## config.mk

```make
export PLATFORM = sky130hd
export DESIGN_NAME = irq_sticky_ctrl
export DESIGN_NICKNAME = d
export VERILOG_FILES = /design/src/rtl/irq_pkg.sv /design/src/rtl/irq_reg_ctrl.sv /design/src/rtl/irq_datapath.sv /design/src/rtl/irq_sticky_ctrl.sv
export SDC_FILE = /design/constraint.sdc
export NUM_CORES = 1
export LEC_CHECK = 0
export BUFFER_PORTS_ARGS = -buffer_cell sky130_fd_sc_hd__buf_2
export CORE_MARGIN = 2
export CORE_UTILIZATION = 30
export CTS_CLUSTER_SIZE = 40
export DETAILED_ROUTE_END_ITERATION = 6
export PLACE_DENSITY_LB_ADDON = 0.15
export SETUP_SLACK_MARGIN = 0.2
export SYNTH_ARGS = -nofsm -noshare
export SYNTH_HDL_FRONTEND = slang
export SYNTH_SLANG_ARGS = --single-unit
```

## constraint.sdc

```tcl
create_clock -name clk -period 1.5 [get_ports clk]
set_input_delay 0.3 -clock clk [delete_from_list [all_inputs] [get_ports clk]]
set_output_delay 0.3 -clock clk [all_outputs]
set_load 0.005 [all_outputs]
```

## src/rtl/irq_pkg.sv

```systemverilog
package irq_pkg;
  localparam logic [1:0] ADDR_CFG  = 2'd0;
  localparam logic [1:0] ADDR_MASK = 2'd1;
  localparam logic [1:0] ADDR_CLR  = 2'd2;
  localparam logic [1:0] ADDR_STAT = 2'd3;

  localparam int CFG_W = 3;

  typedef enum logic [1:0] {
    DRV_OPEN_DRAIN = 2'b00,
    DRV_LOW_ACTIVE = 2'b01,
    DRV_HIGH_ACTIVE = 2'b10,
    DRV_ALT_LOW = 2'b11
  } drive_mode_e;

  typedef struct packed {
    logic       cfgWr;
    logic       maskWr;
    logic       clrWr;
    logic [1:0] rdSel;
  } reg_strobe_t;
endpackage

```

## src/rtl/irq_reg_ctrl.sv

```systemverilog
module irq_reg_ctrl
  import irq_pkg::*;
(
  input  logic        regWr,
  input  logic [1:0]  regAddr,
  output reg_strobe_t strb
);
  always_comb begin
    strb.cfgWr  = regWr && (regAddr == ADDR_CFG);
    strb.maskWr = regWr && (regAddr == ADDR_MASK);
    strb.clrWr  = regWr && (regAddr == ADDR_CLR);
    strb.rdSel  = regAddr;
  end
endmodule

```

## src/rtl/irq_datapath.sv

```systemverilog
module irq_datapath
  import irq_pkg::*;
#(
  parameter int NUM_EVT = 8
) (
  input  logic               clk,
  input  logic               rstN,
  input  logic [NUM_EVT-1:0] evtIn,
  input  logic [NUM_EVT-1:0] wData,
  input  reg_strobe_t        strb,
  output logic [NUM_EVT-1:0] rData,
  output logic               irqPin,
  output logic               irqOe
);
  logic [CFG_W-1:0]   cfgQ;
  logic [NUM_EVT-1:0] maskQ;
  logic [NUM_EVT-1:0] statusQ;
  logic               reqActive;
  drive_mode_e        driveMode;

  always_ff @(posedge clk or negedge rstN) begin
    if (!rstN) begin
      cfgQ  <= '0;
      maskQ <= '0;
    end else begin
      if (strb.cfgWr)  cfgQ  <= wData[CFG_W-1:0];
      if (strb.maskWr) maskQ <= wData;
    end
  end

  for (genvar i = 0; i < NUM_EVT; i++) begin : g_sticky
    always_ff @(posedge clk or negedge rstN) begin
      if (!rstN) statusQ[i] <= 1'b0;
      else       statusQ[i] <= (statusQ[i] & ~(strb.clrWr & wData[i])) | evtIn[i];
    end
  end

  assign reqActive = (|(statusQ & maskQ)) | cfgQ[2];
  assign driveMode = drive_mode_e'(cfgQ[1:0]);

  always_comb begin
    case (driveMode)
      DRV_OPEN_DRAIN:  begin irqOe = reqActive; irqPin = 1'b0;       end
      DRV_HIGH_ACTIVE: begin irqOe = 1'b1;      irqPin = reqActive;  end
      default:         begin irqOe = 1'b1;      irqPin = ~reqActive; end
    endcase
  end

  always_comb begin
    rData = '0;
    case (strb.rdSel)
      ADDR_CFG:  rData[CFG_W-1:0] = cfgQ;
      ADDR_MASK: rData = maskQ;
      ADDR_STAT: rData = statusQ;
      default:   rData = '0;
    endcase
  end

  // a pulsed event is visible in the pending bits one edge later
  a_r2_event_latches: assert property (@(posedge clk) disable iff (!rstN)
    (|evtIn) |=> ((statusQ & $past(evtIn)) == $past(evtIn)));

  // an acknowledge with no colliding event clears the written bits
  a_r3_clear_drops: assert property (@(posedge clk) disable iff (!rstN)
    (strb.clrWr && ((wData & evtIn) == '0)) |=> ((statusQ & $past(wData)) == '0));

  // with no acknowledge, pending bits never fall
  a_r2_sticky_hold: assert property (@(posedge clk) disable iff (!rstN)
    !strb.clrWr |=> ((statusQ & $past(statusQ)) == $past(statusQ)));

  // the request cannot drop unless a clear, mask or config write occurred
  a_r6_no_gap: assert property (@(posedge clk) disable iff (!rstN)
    (reqActive && !strb.clrWr && !strb.maskWr && !strb.cfgWr) |=> reqActive);

  // open drain never drives the pin high
  a_r7_open_drain_low: assert property (@(posedge clk) disable iff (!rstN)
    (cfgQ[1:0] == 2'b00) |-> (irqPin == 1'b0));

  // push-pull modes always enable the driver
  a_r7_push_pull_on: assert property (@(posedge clk) disable iff (!rstN)
    (cfgQ[1:0] != 2'b00) |-> irqOe);
endmodule

```

## src/rtl/irq_sticky_ctrl.sv

```systemverilog
module irq_sticky_ctrl
  import irq_pkg::*;
#(
  parameter int NUM_EVT = 8
) (
  input  logic               clk,
  input  logic               rstN,
  input  logic [NUM_EVT-1:0] evtIn,
  input  logic               regWr,
  input  logic [1:0]         regAddr,
  input  logic [NUM_EVT-1:0] regWdata,
  output logic [NUM_EVT-1:0] regRdata,
  output logic               irqPin,
  output logic               irqOe
);
  reg_strobe_t strb;

  irq_reg_ctrl u_ctrl (
    .regWr   (regWr),
    .regAddr (regAddr),
    .strb    (strb)
  );

  irq_datapath #(.NUM_EVT(NUM_EVT)) u_dp (
    .clk    (clk),
    .rstN   (rstN),
    .evtIn  (evtIn),
    .wData  (regWdata),
    .strb   (strb),
    .rData  (regRdata),
    .irqPin (irqPin),
    .irqOe  (irqOe)
  );
endmodule

```

# == Word-level counts from Yosys, hierarchy flattened ==
# Index checks and enable logic that the tools add are counted.
# word_totals
in_bits,21
regBits,19
# op_classes
n_eq_ne,4
n_mux,4
reduce_logical,6
n_bitwise,35
# op_table
cell,n
$and 1x1->1,16
$pmux 5 s2,1
$not 1->1,9
$or 1x1->1,9
$pmux 3 s3,1
$and 8x8->8,1
$reduce_or 8->1,1
$eq 2x2->1 const B,3
$logic_not 2->1,2
$logic_and 1x1->1,3
$eq 2x1->1 const B,1
$pmux 1 s2,1
$mux 1,1

# == Depth between registers and ports, before layout ==
# logic_depth
word_depth,6
mapped_depth,4

# == Modules after synthesis ==
# Synthesis repeated with hierarchy kept, for this count alone.
# unflattened
hier_cells,80
hier_area_um2,978.4
# modules_own_cells
module,cells_per_inst,instances,area_per_inst_um2
irq_datapath,75,1,933.4
irq_reg_ctrl,5,1,45.0

# == Worst setup path before layout ==
# OpenSTA, ideal clock, no wires.
# synth_timing
path_type,register to output
from,reg u_dp.maskQ[5]
to,out irqPin
path_buffers,0
path_slack_ns,0.012
required_time_ns,1.200
arrival_time_ns,1.188
stages_incl_launch_ff,5
path_cell_list,dfrtp_1 > a22o_1 > a221oi_2 > nand3_1 > mux2_1
# synth_via
elab_chain_len,5
# synth_rtl
element,line,text
from (decl),irq_datapath.sv:16,logic [NUM_EVT-1:0] maskQ;
from (signal assigned),irq_datapath.sv:27,if (strb.maskWr) maskQ <= wData;
$and 8x8->8 *,irq_datapath.sv:38,assign reqActive = (|(statusQ & maskQ)) | cfgQ[2];
$reduce_or 8->1 *,irq_datapath.sv:38,
$or 1x1->1 *,irq_datapath.sv:38,
$not 1->1,irq_datapath.sv:45,default: begin irqOe = 1'b1; irqPin = ~reqActive; end
$pmux 1 s2 *,irq_datapath.sv:42,case (driveMode)
to (decl),irq_sticky_ctrl.sv:13,"output logic irqPin,"
# Mark *: on every way between the ends. The rest lies on a longest branch, timed or not.

# == Final worst setup path ==
# layout_timing
from,reg u_dp.maskQ[5]
to,out irqOe
# layout_via
elab_chain_len,4
# layout_rtl
element,line,text
$and 8x8->8,irq_datapath.sv:38,
$reduce_or 8->1,irq_datapath.sv:38,
$or 1x1->1,irq_datapath.sv:38,
$mux 1,irq_datapath.sv:42,
to (decl),irq_sticky_ctrl.sv:14,output logic irqOe
# Every way passes these cells.

==> impl_metrics.env <==
export IMPL_remaining_overflow_grt=0
export IMPL_grt_max_degree=20
export IMPL_synth_cell_types=19
export IMPL_die_height_um=59.9
export IMPL_net_switching_power_figure_mw=0.338
export IMPL_vias_per_cell=4.84
export IMPL_holdWs_ns=0.171
export IMPL_crit_path_start="u_dp.maskQ[5]"
export IMPL_comb_power_share_pct=28.2
export IMPL_floorplan_initialDensity_pct=31.2
export IMPL_die_width_um=59.9
export IMPL_finalWirelength_mm=2.37
export IMPL_path_clk_slew_ns=0.11
export IMPL_muxShareOfSynthArea_pct=23.0
export IMPL_timing_worst_slew_pin_value_ns=0.454
export IMPL_cts_num_sinks=19
export IMPL_fp_row_count=20
export IMPL_h_tree_depth=1
export IMPL_hp_start="evtIn[1]"
export IMPL_clock_power_share_pct=21.6
export IMPL_share_of_synthesized_cell_area_in_and_or_nand_and_nor_gates_pct=12.6
export IMPL_setup_viol=4
export IMPL_path_cells="a22o_1 > a221oi_2 > nand3_1 > or3_1 > buf_2"
export IMPL_cts_max_path_buffers=2
export IMPL_synthXorXnorAreaFrac_pct=0
export IMPL_mean_instance_size_in_the_synthesized_netlist_sq_um=11.8
export IMPL_crit_path_top_delay_cell="sky130_fd_sc_hd__dfrtp_1"
export IMPL_timing_setup_critical_path_class="register to primary output"
export IMPL_floorplan_die_area_sq_um=3580
export IMPL_fillCellCount=295
export IMPL_period_share_pct=134
export IMPL_core_area_sq_um=3000
export IMPL_dominant_combinational_cell_family_by_area_after_synthesis="multiplexers"
export IMPL_highest_count_cells_in_the_layout_ignoring_fill_and_taps="sky130_fd_sc_hd__buf_2 (30), sky130_fd_sc_hd__dfrtp_1 (19), sky130_fd_sc_hd__buf_4 (15), sky130_fd_sc_hd__mux2_2 (11), sky130_fd_sc_hd__buf_6 (9)"
export IMPL_maxCapViolations=0
export IMPL_final_worst_path_period_need_ns=2.01
export IMPL_worst_ep_arrival_time_ns=1.71
export IMPL_failed_checks="negative setup slack"
export IMPL_timing_fmax_ghz=0.499
export IMPL_seqCellArea_sq_um=475
export IMPL_critical_path_required_ns=1.20
export IMPL_cp_slowest_stage_delay_ns=0.40
export IMPL_mostFrequentLayoutCell="sky130_fd_sc_hd__buf_2"
export IMPL_tritoncts="built"
export IMPL_detailedRoute_firstIterationViolations=24
export IMPL_wire_per_inst_um=14.1
export IMPL_timing_final_max_slew_violations=0
export IMPL_finish_instance_area_sq_um=1360
export IMPL_slew_headroom_pct=69.8
export IMPL_rsz0062_at_grt="true"
export IMPL_static_leakage_power_nw=0.638
export IMPL_worst_path_max_fanout=2
export IMPL_num_nets_final=157
export IMPL_placement_io_buffers=30
export IMPL_setup_ws_ns=-0.505
export IMPL_clk_root_buffer_cell="sky130_fd_sc_hd__clkbuf_4"
export IMPL_insertion_delay_ns=0.30
export IMPL_internal_power_mw=0.905
export IMPL_antenna_cells=0
export IMPL_ys_seq_elements=19
export IMPL_switching_fraction_of_total_power_pct=27.2
export IMPL_power_density_nw_per_um2=912
export IMPL_synthesis_yosys_warnings=0
export IMPL_first_pass_drt_iterations=4
export IMPL_number_of_global_route_vias_before_repair=823
export IMPL_worst_setup_path_start_kind="register"
export IMPL_hold_viol_final=0
export IMPL_irDropWorstVdd_mv=0.543
export IMPL_mappedNetlistNets=100
export IMPL_drive_gt1_share_pct=51.1
export IMPL_post_synth_inst_count=79
export IMPL_regToRegStartpoint="u_dp.maskQ[2]"
export IMPL_routabilityCongestion=0.710
export IMPL_register_area_share_after_synthesis_pct=50.8
export IMPL_drt_drc_violations_left=0
export IMPL_mappedNetlistArea_sq_um=936
export IMPL_dr_total_vias=813
export IMPL_drt_antenna_violating_nets=0
export IMPL_hpwl_mm=1.79
export IMPL_cts_buffers=3
export IMPL_grt_pass1_wl_mm=3.84
export IMPL_synth_compound_gate_area_share_pct=12.2
export IMPL_io_pins=31
export IMPL_worstHoldPathType="primary input to register"
export IMPL_antenna_found_initial=0
export IMPL_cp_end_kind="primary output"
export IMPL_syn2layout_area_growth_pct=45.7
export IMPL_status="complete, but fails checks"
export IMPL_post_dp_cell_area_sq_um=1270
export IMPL_synth_fa_ha_area_share_pct=0
export IMPL_share_seq_of_total_power_pct=50.2
export IMPL_gr_usage_all_layers_pct=14.8
export IMPL_timing_clock_skew_ns=0
export IMPL_multi_input_area_sq_um=447
layer usage:
metal | part of all wire (%) | wire [um] | vias up | global-route usage (%)
met1 | 46 | 1100 | 391 | 18.6
met4 | 1.5 | 36 | 0 | 5.71
met3 | 3.0 | 71 | 4 | 2.16
met5 | 0 | 0 | - | 0
li1 | - | - | 402 | -
met2 | 49 | 1160 | 16 | 25.3
metrics by stage:
step	utilization, %	setup TNS [ns]	instances	total power [mW]	setup slack (ns)
4_1_cts	45.0	-1.22	167	1.26	-0.535
3_3_place_gp	42.3	-0.303	160	0.941	-0.153
2_1_floorplan	-	0	79	0.769	0.0186
3_5_place_dp	42.3	-0.376	160	0.947	-0.193
5_1_grt	45.4	-1.77	168	1.32	-0.634
6_report	45.4	-1.21	168	1.24	-0.505
cell families (layout without fill, tap and decap cells):
family          after synthesis  after routing
buf+inv                       3             59
simple gates                 22             22
compound gates               15             15
mux                          20             20
flops                        19             19
critical path: cells and delay by family, from the launching register on:
| family | cells | cell delay, ns |
|---|---|---|
| AND/OR/NAND/NOR | 2 | 0.46 |
| flip-flops | 1 | 0.40 |
| AO/OA/AOI/OAI | 2 | 0.41 |
| buffers and inverters | 1 | 0.14 |
registers in the layout, summed over array words and instances, names as in the netlist:
name	flops
u_dp.statusQ	8
u_dp.cfgQ	3
u_dp.maskQ	8
power by group through the flow:
stage / clock, mW / sequential, mW / combinational (mW)
finish: 0.269 / 0.624 / 0.351
global route: 0.299 / 0.632 / 0.387
CTS: 0.280 / 0.624 / 0.354
detailed placement: 0 / 0.631 / 0.316
global placement: 0 / 0.629 / 0.312
floorplan: 0 / 0.624 / 0.145
final cells by class:
| cell class | instances | area share, % |
|---|---|---|
| sequential | 19 | 34.9 |
| tap | 33 | 3.03 |
| clock buffer | 4 | 1.93 |
| multi-input combinational | 57 | 32.8 |
| timing repair buffer | 55 | 27.4 |
synthesized netlist by cell type:
cell type                  instances  area share (%)
sky130_fd_sc_hd__nand2_1           8             3.2
sky130_fd_sc_hd__mux2_1            1             1.2
sky130_fd_sc_hd__nand3_1           4             2.1
sky130_fd_sc_hd__a21o_1            8             6.4
sky130_fd_sc_hd__buf_2             2             1.1
sky130_fd_sc_hd__o21ai_0           3             1.6
sky130_fd_sc_hd__clkbuf_1          1            0.40
sky130_fd_sc_hd__or3_1             1            0.67
sky130_fd_sc_hd__and3b_1           1            0.94
sky130_fd_sc_hd__dfrtp_1          19              51
sky130_fd_sc_hd__nand3b_1          1            0.80
sky130_fd_sc_hd__nor3b_1           1            0.80
sky130_fd_sc_hd__a222oi_1          1             1.1
sky130_fd_sc_hd__a21oi_1           1            0.53
sky130_fd_sc_hd__mux2_2           11              13
sky130_fd_sc_hd__mux2i_1           8             8.6
sky130_fd_sc_hd__nor2b_1           6             4.0
sky130_fd_sc_hd__a22o_1            1            0.94
sky130_fd_sc_hd__a221oi_2          1             1.6
what timing repair did:
action                                  in CTS  in global routing
resized for setup                           11                  1
endpoints found under the setup margin      10                 10
pin swaps                                    1                  1
setup buffers                                2                  1
hold buffers                                 1                  0
hold endpoints to repair                    19                  0
final timing paths:
path	end	slack [ns]	depth (start not counted)
max in group asynchronous	u_dp.statusQ[5]	0.70	2
min	u_dp.statusQ[1]	0.17	2
min in group asynchronous	u_dp.statusQ[0]	0.48	2
min reg2reg	u_dp.statusQ[3]	0.53	1
max	irqOe	-0.51	5
max reg2reg	u_dp.maskQ[2]	0.40	4
Note: power is estimated with default switching activity, not from simulation.
